[src/rtl/fim_pkg.sv]
`timescale 1ns/1ps
package fim_pkg;

  localparam int CFG_CODE_W = 4;

  typedef enum logic [2:0] {
    FAULT_NONE      = 3'd0,
    FAULT_STUCK     = 3'd1,
    FAULT_TRANS     = 3'd2,
    FAULT_CPL_INV   = 3'd3,
    FAULT_CPL_FORCE = 3'd4,
    FAULT_PAT_ORTH  = 3'd5,
    FAULT_PAT_FULL  = 3'd6
  } faultKind_e;

  // Strobes from the control to the cell array, valid for one cycle
  typedef struct packed {
    logic cellWrite;     // store wrData at addr
    logic victimInvert;  // complement the victim
    logic victimForce;   // drive the victim to forceValue
    logic forceValue;
    logic patternCheck;  // evaluate the neighbour pattern after this write
    logic patternWide;   // eight neighbours instead of four
    logic stuckRead;     // replace the read value
    logic stuckValue;
    logic readLoad;      // capture read data this cycle
  } cellStrobe_t;

endpackage

[src/rtl/fim_ctrl.sv]
`timescale 1ns/1ps
module fim_ctrl
  import fim_pkg::*;
#(
  parameter int ADDR_W = 4
) (
  input  logic                  clk,
  input  logic                  rstN,
  input  logic [ADDR_W-1:0]     addr,
  input  logic                  wrEn,
  input  logic                  wrData,
  input  logic                  cfgStrobe,
  input  logic [CFG_CODE_W-1:0] cfgType,
  input  logic [ADDR_W-1:0]     cfgVictim,
  input  logic [ADDR_W-1:0]     cfgAggressor,
  input  logic [1:0]            cfgPolarity,
  input  logic                  curBit,
  output cellStrobe_t           strobe,
  output faultKind_e            faultKind,
  output logic [ADDR_W-1:0]     victimAddr,
  output logic [ADDR_W-1:0]     aggrAddr,
  output logic [1:0]            faultPol
);

  faultKind_e kindIn;
  logic       cfgLoad;
  logic       hitVictim;
  logic       hitAggr;
  logic       transBlocked;
  logic       aggrChanges;
  logic       couplingFires;

  always_comb begin
    case (cfgType)
      4'd1:    kindIn = FAULT_STUCK;
      4'd2:    kindIn = FAULT_TRANS;
      4'd3:    kindIn = FAULT_CPL_INV;
      4'd4:    kindIn = FAULT_CPL_FORCE;
      4'd5:    kindIn = FAULT_PAT_ORTH;
      4'd6:    kindIn = FAULT_PAT_FULL;
      default: kindIn = FAULT_NONE;
    endcase
  end

  assign cfgLoad = cfgStrobe && !wrEn;

  always_ff @(posedge clk) begin
    if (!rstN) begin
      faultKind  <= FAULT_NONE;
      victimAddr <= '0;
      aggrAddr   <= '0;
      faultPol   <= '0;
    end else if (cfgLoad) begin
      faultKind  <= kindIn;
      victimAddr <= cfgVictim;
      aggrAddr   <= cfgAggressor;
      faultPol   <= cfgPolarity;
    end
  end

  assign hitVictim = (addr == victimAddr);
  assign hitAggr   = (addr == aggrAddr);

  // Transition defect: pol[0]=1 blocks 0->1, pol[0]=0 blocks 1->0
  always_comb begin
    transBlocked = 1'b0;
    if (faultKind == FAULT_TRANS && hitVictim) begin
      if (faultPol[0]) transBlocked = !curBit && wrData;
      else             transBlocked = curBit && !wrData;
    end
  end

  assign aggrChanges   = wrEn && hitAggr && (curBit != wrData) && (victimAddr != aggrAddr);
  assign couplingFires = aggrChanges && (wrData == faultPol[0]);

  always_comb begin
    strobe              = '0;
    strobe.cellWrite    = wrEn && !transBlocked;
    strobe.victimInvert = couplingFires && (faultKind == FAULT_CPL_INV);
    strobe.victimForce  = couplingFires && (faultKind == FAULT_CPL_FORCE);
    strobe.forceValue   = faultPol[1];
    strobe.patternCheck = wrEn && (faultKind == FAULT_PAT_ORTH || faultKind == FAULT_PAT_FULL);
    strobe.patternWide  = (faultKind == FAULT_PAT_FULL);
    strobe.stuckRead    = (faultKind == FAULT_STUCK) && hitVictim;
    strobe.stuckValue   = faultPol[0];
    strobe.readLoad     = !wrEn;
  end

endmodule

[src/rtl/fim_datapath.sv]
`timescale 1ns/1ps
module fim_datapath
  import fim_pkg::*;
#(
  parameter int ROWS   = 4,
  parameter int COLS   = 4,
  parameter int ADDR_W = 4
) (
  input  logic              clk,
  input  logic              rstN,
  input  cellStrobe_t       strobe,
  input  logic [ADDR_W-1:0] addr,
  input  logic              wrData,
  input  logic [ADDR_W-1:0] victimAddr,
  output logic              curBit,
  output logic              rdData,
  output logic [ROWS*COLS-1:0] cellState
);

  localparam int CELLS = ROWS * COLS;

  logic [CELLS-1:0] nextCells;
  logic [CELLS-1:0] nbrOrth;
  logic [CELLS-1:0] nbrFull;
  logic [CELLS-1:0] nbrMask;
  logic             patternHit;

  // Neighbour masks of the current victim, one decoder per cell
  for (genvar gi = 0; gi < CELLS; gi++) begin : g_nbr
    localparam int CELL_ROW = gi / COLS;
    localparam int CELL_COL = gi % COLS;
    always_comb begin
      int vRow;
      int vCol;
      int dRow;
      int dCol;
      vRow = int'(victimAddr) / COLS;
      vCol = int'(victimAddr) % COLS;
      dRow = (CELL_ROW > vRow) ? CELL_ROW - vRow : vRow - CELL_ROW;
      dCol = (CELL_COL > vCol) ? CELL_COL - vCol : vCol - CELL_COL;
      nbrOrth[gi] = (dRow + dCol == 1);
      nbrFull[gi] = (dRow <= 1) && (dCol <= 1) && (dRow + dCol != 0);
    end
  end

  assign nbrMask = strobe.patternWide ? nbrFull : nbrOrth;

  always_comb begin
    nextCells = cellState;
    if (strobe.cellWrite)    nextCells[addr]       = wrData;
    if (strobe.victimInvert) nextCells[victimAddr] = ~cellState[victimAddr];
    if (strobe.victimForce)  nextCells[victimAddr] = strobe.forceValue;
    patternHit = strobe.patternCheck && (&(nextCells | ~nbrMask)) && !nextCells[victimAddr];
    if (patternHit)          nextCells[victimAddr] = 1'b1;
  end

  always_ff @(posedge clk) begin
    if (!rstN) cellState <= '0;
    else       cellState <= nextCells;
  end

  assign curBit = cellState[addr];

  always_ff @(posedge clk) begin
    if (!rstN)                rdData <= 1'b0;
    else if (strobe.readLoad) rdData <= strobe.stuckRead ? strobe.stuckValue : cellState[addr];
  end

endmodule

[src/rtl/fault_inject_ram.sv]
`timescale 1ns/1ps
module fault_inject_ram
  import fim_pkg::*;
#(
  parameter int ROWS = 4,
  parameter int COLS = 4,
  localparam int CELLS  = ROWS * COLS,
  localparam int ADDR_W = $clog2(CELLS)
) (
  input  logic                  clk,
  input  logic                  rstN,
  input  logic [ADDR_W-1:0]     addr,
  input  logic                  wrEn,
  input  logic                  wrData,
  input  logic                  cfgStrobe,
  input  logic [CFG_CODE_W-1:0] cfgType,
  input  logic [ADDR_W-1:0]     cfgVictim,
  input  logic [ADDR_W-1:0]     cfgAggressor,
  input  logic [1:0]            cfgPolarity,
  output logic                  rdData
);

  cellStrobe_t       strobe;
  faultKind_e        faultKind;
  logic [ADDR_W-1:0] victimAddr;
  logic [ADDR_W-1:0] aggrAddr;
  logic [1:0]        faultPol;
  logic              curBit;
  logic [CELLS-1:0]  cellState;

  fim_ctrl #(.ADDR_W(ADDR_W)) u_ctrl (
    .clk          (clk),
    .rstN         (rstN),
    .addr         (addr),
    .wrEn         (wrEn),
    .wrData       (wrData),
    .cfgStrobe    (cfgStrobe),
    .cfgType      (cfgType),
    .cfgVictim    (cfgVictim),
    .cfgAggressor (cfgAggressor),
    .cfgPolarity  (cfgPolarity),
    .curBit       (curBit),
    .strobe       (strobe),
    .faultKind    (faultKind),
    .victimAddr   (victimAddr),
    .aggrAddr     (aggrAddr),
    .faultPol     (faultPol)
  );

  fim_datapath #(.ROWS(ROWS), .COLS(COLS), .ADDR_W(ADDR_W)) u_data (
    .clk        (clk),
    .rstN       (rstN),
    .strobe     (strobe),
    .addr       (addr),
    .wrData     (wrData),
    .victimAddr (victimAddr),
    .curBit     (curBit),
    .rdData     (rdData),
    .cellState  (cellState)
  );

endmodule

[config.mk]
export PLATFORM = sky130hd
export DESIGN_NAME = fault_inject_ram
export DESIGN_NICKNAME = d
export VERILOG_FILES = /design/src/rtl/fim_pkg.sv /design/src/rtl/fim_ctrl.sv /design/src/rtl/fim_datapath.sv /design/src/rtl/fault_inject_ram.sv
export SDC_FILE = /design/constraint.sdc
export NUM_CORES = 1
export LEC_CHECK = 0
export ABC_AREA = 1
export BUFFER_PORTS_ARGS = -buffer_cell sky130_fd_sc_hd__buf_2
export CAP_MARGIN = 10
export CELL_PAD_IN_SITES_DETAIL_PLACEMENT = 1
export CELL_PAD_IN_SITES_GLOBAL_PLACEMENT = 2
export CORE_ASPECT_RATIO = 1.25
export CORE_UTILIZATION = 30
export CTS_CLUSTER_DIAMETER = 150
export DETAILED_ROUTE_END_ITERATION = 8
export GPL_TIMING_DRIVEN = 0
export PLACE_DENSITY = 0.85
export SETUP_SLACK_MARGIN = 0.3
export SLEW_MARGIN = 0
export SYNTH_ARGS = -nofsm -noshare
export SYNTH_HDL_FRONTEND = slang
export SYNTH_SLANG_ARGS = --single-unit
export TNS_END_PERCENT = 20
[constraint.sdc]
create_clock -name clk -period 8.69 [get_ports clk]
set_input_delay 0.4345 -clock clk [delete_from_list [all_inputs] [get_ports clk]]
set_output_delay 0.4345 -clock clk [all_outputs]
set_load 0.01 [all_outputs]
-- After elaboration in Yosys (flattened, before gate mapping)
Cells that the tools add are included.
- $add $sub $neg: 30
- order comparisons: 20
- equal/unequal tests: 33
- multiplexer cells: 30
- bitwise logic cells: 4
- reduce and logical (&&, ||, !) cells: 72
- operator list (kind ; count):
    $add A32 B32 Y32 ; 16
    $eq A32 B2 Y1 const B ; 16
    $reduce_bool A32 Y1 ; 16
    $le A32 B2 Y1 const B ; 8
    $mux W32 ; 8
    $mux W16 ; 5
    $logic_and A1 B1 Y1 ; 49
    $bwmux W16 ; 3
    $or A16 B16 Y16 ; 2
    $pmux W3 S6 ; 1
    $not A16 Y16 ; 1
    $reduce_and A16 Y1 ; 1
    $bmux W1 S4 ; 3
    $eq A4 B3 Y1 const B ; 3
    $sub A1 B2 Y3 const A ; 4
    $sub A2 B2 Y3 const A ; 4
    $sub A2 B2 Y3 const B ; 4
    $lt A4 B5 Y1 const B ; 2
    $eq A3 B3 Y1 const B ; 3
    $demux W1 S4 ; 2
    $eq A4 B2 Y1 const B ; 2
    $eq A4 B4 Y1 ; 2
    $ge A4 B1 Y1 const B ; 2
    $gt A1 B2 Y1 const A ; 4
    other kinds (12) ; 28
- flip-flop bits (word level): 30
- output and inout port bits: 1

-- Longest topological paths before layout
- depth after elaboration: 18
- mapped depth: 35
- depth with buffers taken out: 30

-- Hierarchy
Synthesis repeated with hierarchy kept, for this count alone.
- cells, all modules: 1005
- area total of the unflattened synthesis: 5905.7 um^2
- modules (own cells, without submodules) (module ; instances ; cells an instance ; area each (um^2) ; seq. area each (um^2)):
    fim_datapath ; 1 ; 876 ; 5062.4 ; 340.3
    fim_ctrl ; 1 ; 129 ; 843.3 ; 260.2

-- Least setup slack after synthesis
No wires, ideal clock.
- kind: reg-to-reg
- start point: register u_ctrl.victimAddr[2]
- end point: register u_data.cellState[14]
- setup time: 0.070 ns
- arrival time: 4.153 ns
- setup slack: 4.466 ns
- stages on the path, launching flop included: 24
- clock period less this slack: 4.224 ns
- cells stage by stage: dfxtp_1 -> inv_2 -> ha_1 -> inv_1 -> nor2_1 -> ha_1 -> nand3_1 -> nand2_1 -> inv_1 -> nand2_1 -> ha_1 -> or2_2 -> ha_1 -> or3_1 -> nor4_1 -> nand2_1 -> o21ai_1 -> nand2_1 -> nand2_1 -> nand3_2 -> nor2_4 -> buf_6 -> nand4_1 -> a21oi_1
- word-level cells in the longest chain between the ends: 15
- RTL lines (element ; line ; text):
    from (decl) ; fim_ctrl.sv:20 ; output logic [ADDR_W-1:0] victimAddr,
    from (signal assigned) ; fim_ctrl.sv:55 ; victimAddr <= cfgVictim;
    branches (longest 14 deep; another with $add A32 B32 Y32) ; -- ;
    $mux W16 (*) ; fim_datapath.sv:54 ; if (patternHit) nextCells[victimAddr] = 1'b1;
    to (signal assigned) ; fim_datapath.sv:59 ; else cellState <= nextCells;
    to (decl) ; fim_datapath.sv:17 ; output logic [ROWS*COLS-1:0] cellState
Mark *: on every way between the ends. The select of a mux whose other input is x is not followed.
A chain may end at the register's enable or synchronous reset.

-- Final worst setup path
- start point: register u_ctrl.victimAddr[2]
- end point: register u_data.cellState[8]
The elaborated chain is that of the path after synthesis.

==> impl_metrics.tcl <==
set metrics [dict create \
    outcome "complete, no violations" \
    syn_nets 1177 \
    peakVddDrop_mv 0.0651 \
    p_leak_nw 3.44 \
    yosysMostFrequentCell "nand2_1" \
    io_buffers 23 \
    cp_max_fo 13 \
    vias_per_cell 5.18 \
    synth_cell_type_count 49 \
    p_per_area_nw_per_um2 106 \
    clock_sinks 30 \
    cts-htree-levels 2 \
    slew_violations 0 \
    synthArstFlopShare_pct 0 \
    drtIter0Drc 248 \
    tritoncts "built" \
    place_ws_ns 3.13 \
    avgSynthCellArea_sq_um 5.91 \
    cts-buffers-inserted 5 \
    synth_seq_cells 30 \
    clockRootBuffer "clkbuf_16" \
    die_h_microns 164 \
    critPathMaxStageDelay_ns 0.66 \
    tightest_slew_ns 0.902 \
    tns_ns 0 \
    post-route-min-period_ns 5.53 \
    syn-instance-count 1062 \
    synth.area.top_cells "nand2_1 (17%), ha_1 (16%), nand3_1 (11%), dfxtp_1 (9.6%), inv_1 (7.2%)" \
    holdPathStages 3 \
    ys_top_cells_by_count "nand2_1 (280), nand3_1 (143), inv_1 (120), nor2_1 (96), ha_1 (82)" \
    vias 7067 \
    cp.arrival_ns 5.74 \
    dpl-instance-area_sq_um 6730 \
    synth-main-ff-cell "dfxtp_1" \
    insertion_delay_ns 0.29 \
    fmax_ghz 0.181 \
    hpwl_mm 18.8 \
    reg2reg_depth 29 \
    antenna_left 0 \
    wl_mm 22.6 \
    cap_viol_max_count 0 \
    setup_viol 0 \
    min_from "cfgAggressor[3]" \
    gp_congestion 0.866 \
    synth-edff-count 0 \
    cts.clk_slew.worst_paths_ns 0.06 \
    rrSetupSlack_ns 3.16 \
    yosysSeqAreaShare_pct 9.58 \
    start_util_pct 30.9 \
    grt_pass1_vias 7300 \
    grt_max_degree 16 \
    die-area_sq_um 21500 \
    ctsResizeCount 0 \
    post-route-period-util_pct 63.7 \
    syn_to_final_growth_pct 10.4 \
    synth_top_area_share_pct 16.8 \
    final_net_count 1207 \
    hold_class "primary input to register" \
    rows 58 \
    netlist_area_sq_um 6270 \
    reg2reg_to "u_data.cellState[8]" \
    setup_slack_ns 3.16 \
    end_kind "register" \
    rsz0062_at_grt "no" \
    yosys.area.top_type "nand2_1" \
    placed_cells 1355 \
    globalRouteOverflowTotal 0 \
    yosysWarnings 0 \
    finalHoldViolations 0 \
    antenna_found_initial 0 \
    dr.pass1.iters 5 \
    finalClockSkew_ns 0.00682 \
    ios 24 \
    post_drt_wl_per_cell_microns 16.6 \
    r2r-start "u_ctrl.victimAddr[2]" \
    cts_buffer_depth 2 \
    critPathLaunchType "register" \
    die_x_microns 131 \
    layout.cells.non_filler 1363 \
    slowest_stage "nor2_1" \
    post_cts_buffers 0 \
    crit_type "register to register" \
    min_to "u_ctrl.aggrAddr[3]" \
    drive_gt1_share_pct 10.2 \
    stdcell_area_sq_um 6920 \
    core_area_sq_um 20300 \
    final_core_util_pct 34.1 \
    holdBufCountCts 0 \
    grtUsageTotal_pct 21.3 \
    max_slew_margin_pct 39.5 \
    grt_pass1_wl_mm 36.5 \
    drc 0 \
    worst_ep_required_time_ns 8.90 \
    diodes 0 \
]
[worst max path at each step]
stage | start | end
global placement | u_ctrl.victimAddr[2] | u_data.cellState[0]
CTS | u_ctrl.victimAddr[2] | u_data.cellState[8]
floorplan | u_ctrl.victimAddr[2] | u_data.cellState[14]
finish | u_ctrl.victimAddr[2] | u_data.cellState[8]
detailed placement | u_ctrl.victimAddr[2] | u_data.cellState[8]
global route | u_ctrl.victimAddr[2] | u_data.cellState[12]
[metrics by stage]
stage / total power [mW] / hold WS (ns)
after detailed placement: 0.496 / 0.527
after CTS: 0.736 / 0.433
final: 0.731 / 0.431
after global routing: 0.784 / 0.468
after floorplan: 0.397 / 0.476
after global placement: 0.486 / 0.525
[where the power goes]
group	total (mW)	internal [mW]	switching [mW]
Clock	0.239	0.172	0.0669
Sequential	0.154	0.144	0.00988
Combinational	0.338	0.113	0.225
Total	0.731	0.429	0.302
[cell families after synthesis]
family	after synthesis	synth area share, %
flops	30	9.58
simple gates	644	47.9
xor+xnor	3	0.539
buf+inv	169	11.5
compound gates	124	10.9
fa+ha+maj	92	19.5
[registers in the layout (all words and copies together), names as in the netlist]
name,count
u_ctrl.aggrAddr,4
u_ctrl.faultKind,3
u_ctrl.faultPol,2
u_ctrl.victimAddr,4
u_data.cellState,16
u_data.rdData,1
[layer usage]
layer  up-vias  part of all wire, %  GRT usage (%)
met5         -                    0              0
met4         0                  4.2           10.5
li1       3604                    -              -
met3        49                  1.5          0.993
met1      3311                   42           23.0
met2       103                   52           41.9
[cells in the final DEF (no fill, tap or decap), types with 10 or more instances in the layout]
master	instances
inv_2	12
nand3_1	143
nand4_1	47
clkbuf_1	13
nor2_1	96
inv_1	120
a21oi_1	47
dfxtp_1	30
buf_2	30
nand2_1	280
nor3_1	13
or2_2	15
ha_1	82
fa_1	10
o21ai_0	42
nand3_2	10
[critical path: cells and delay by family, from the launching register on]
family          cells  cell delay (ns)
compound gates      2             0.31
fa+ha+maj           4             1.18
buf+inv             5             0.89
flops               1             0.59
simple gates       18             2.48
[layout make-up]
cell class                      count  area (sq um)
Inverter                          135           510
Timing Repair Buffer               23           115
Multi-Input combinational cell    863          4950
Fill cell                        2774         13400
Tap cell                          270           338
Clock buffer                        6           139
Clock inverter                      2          60.1
Buffer                             34           211
Sequential cell                    30           601
No activity file was read; power rests on OpenSTA's default activity.
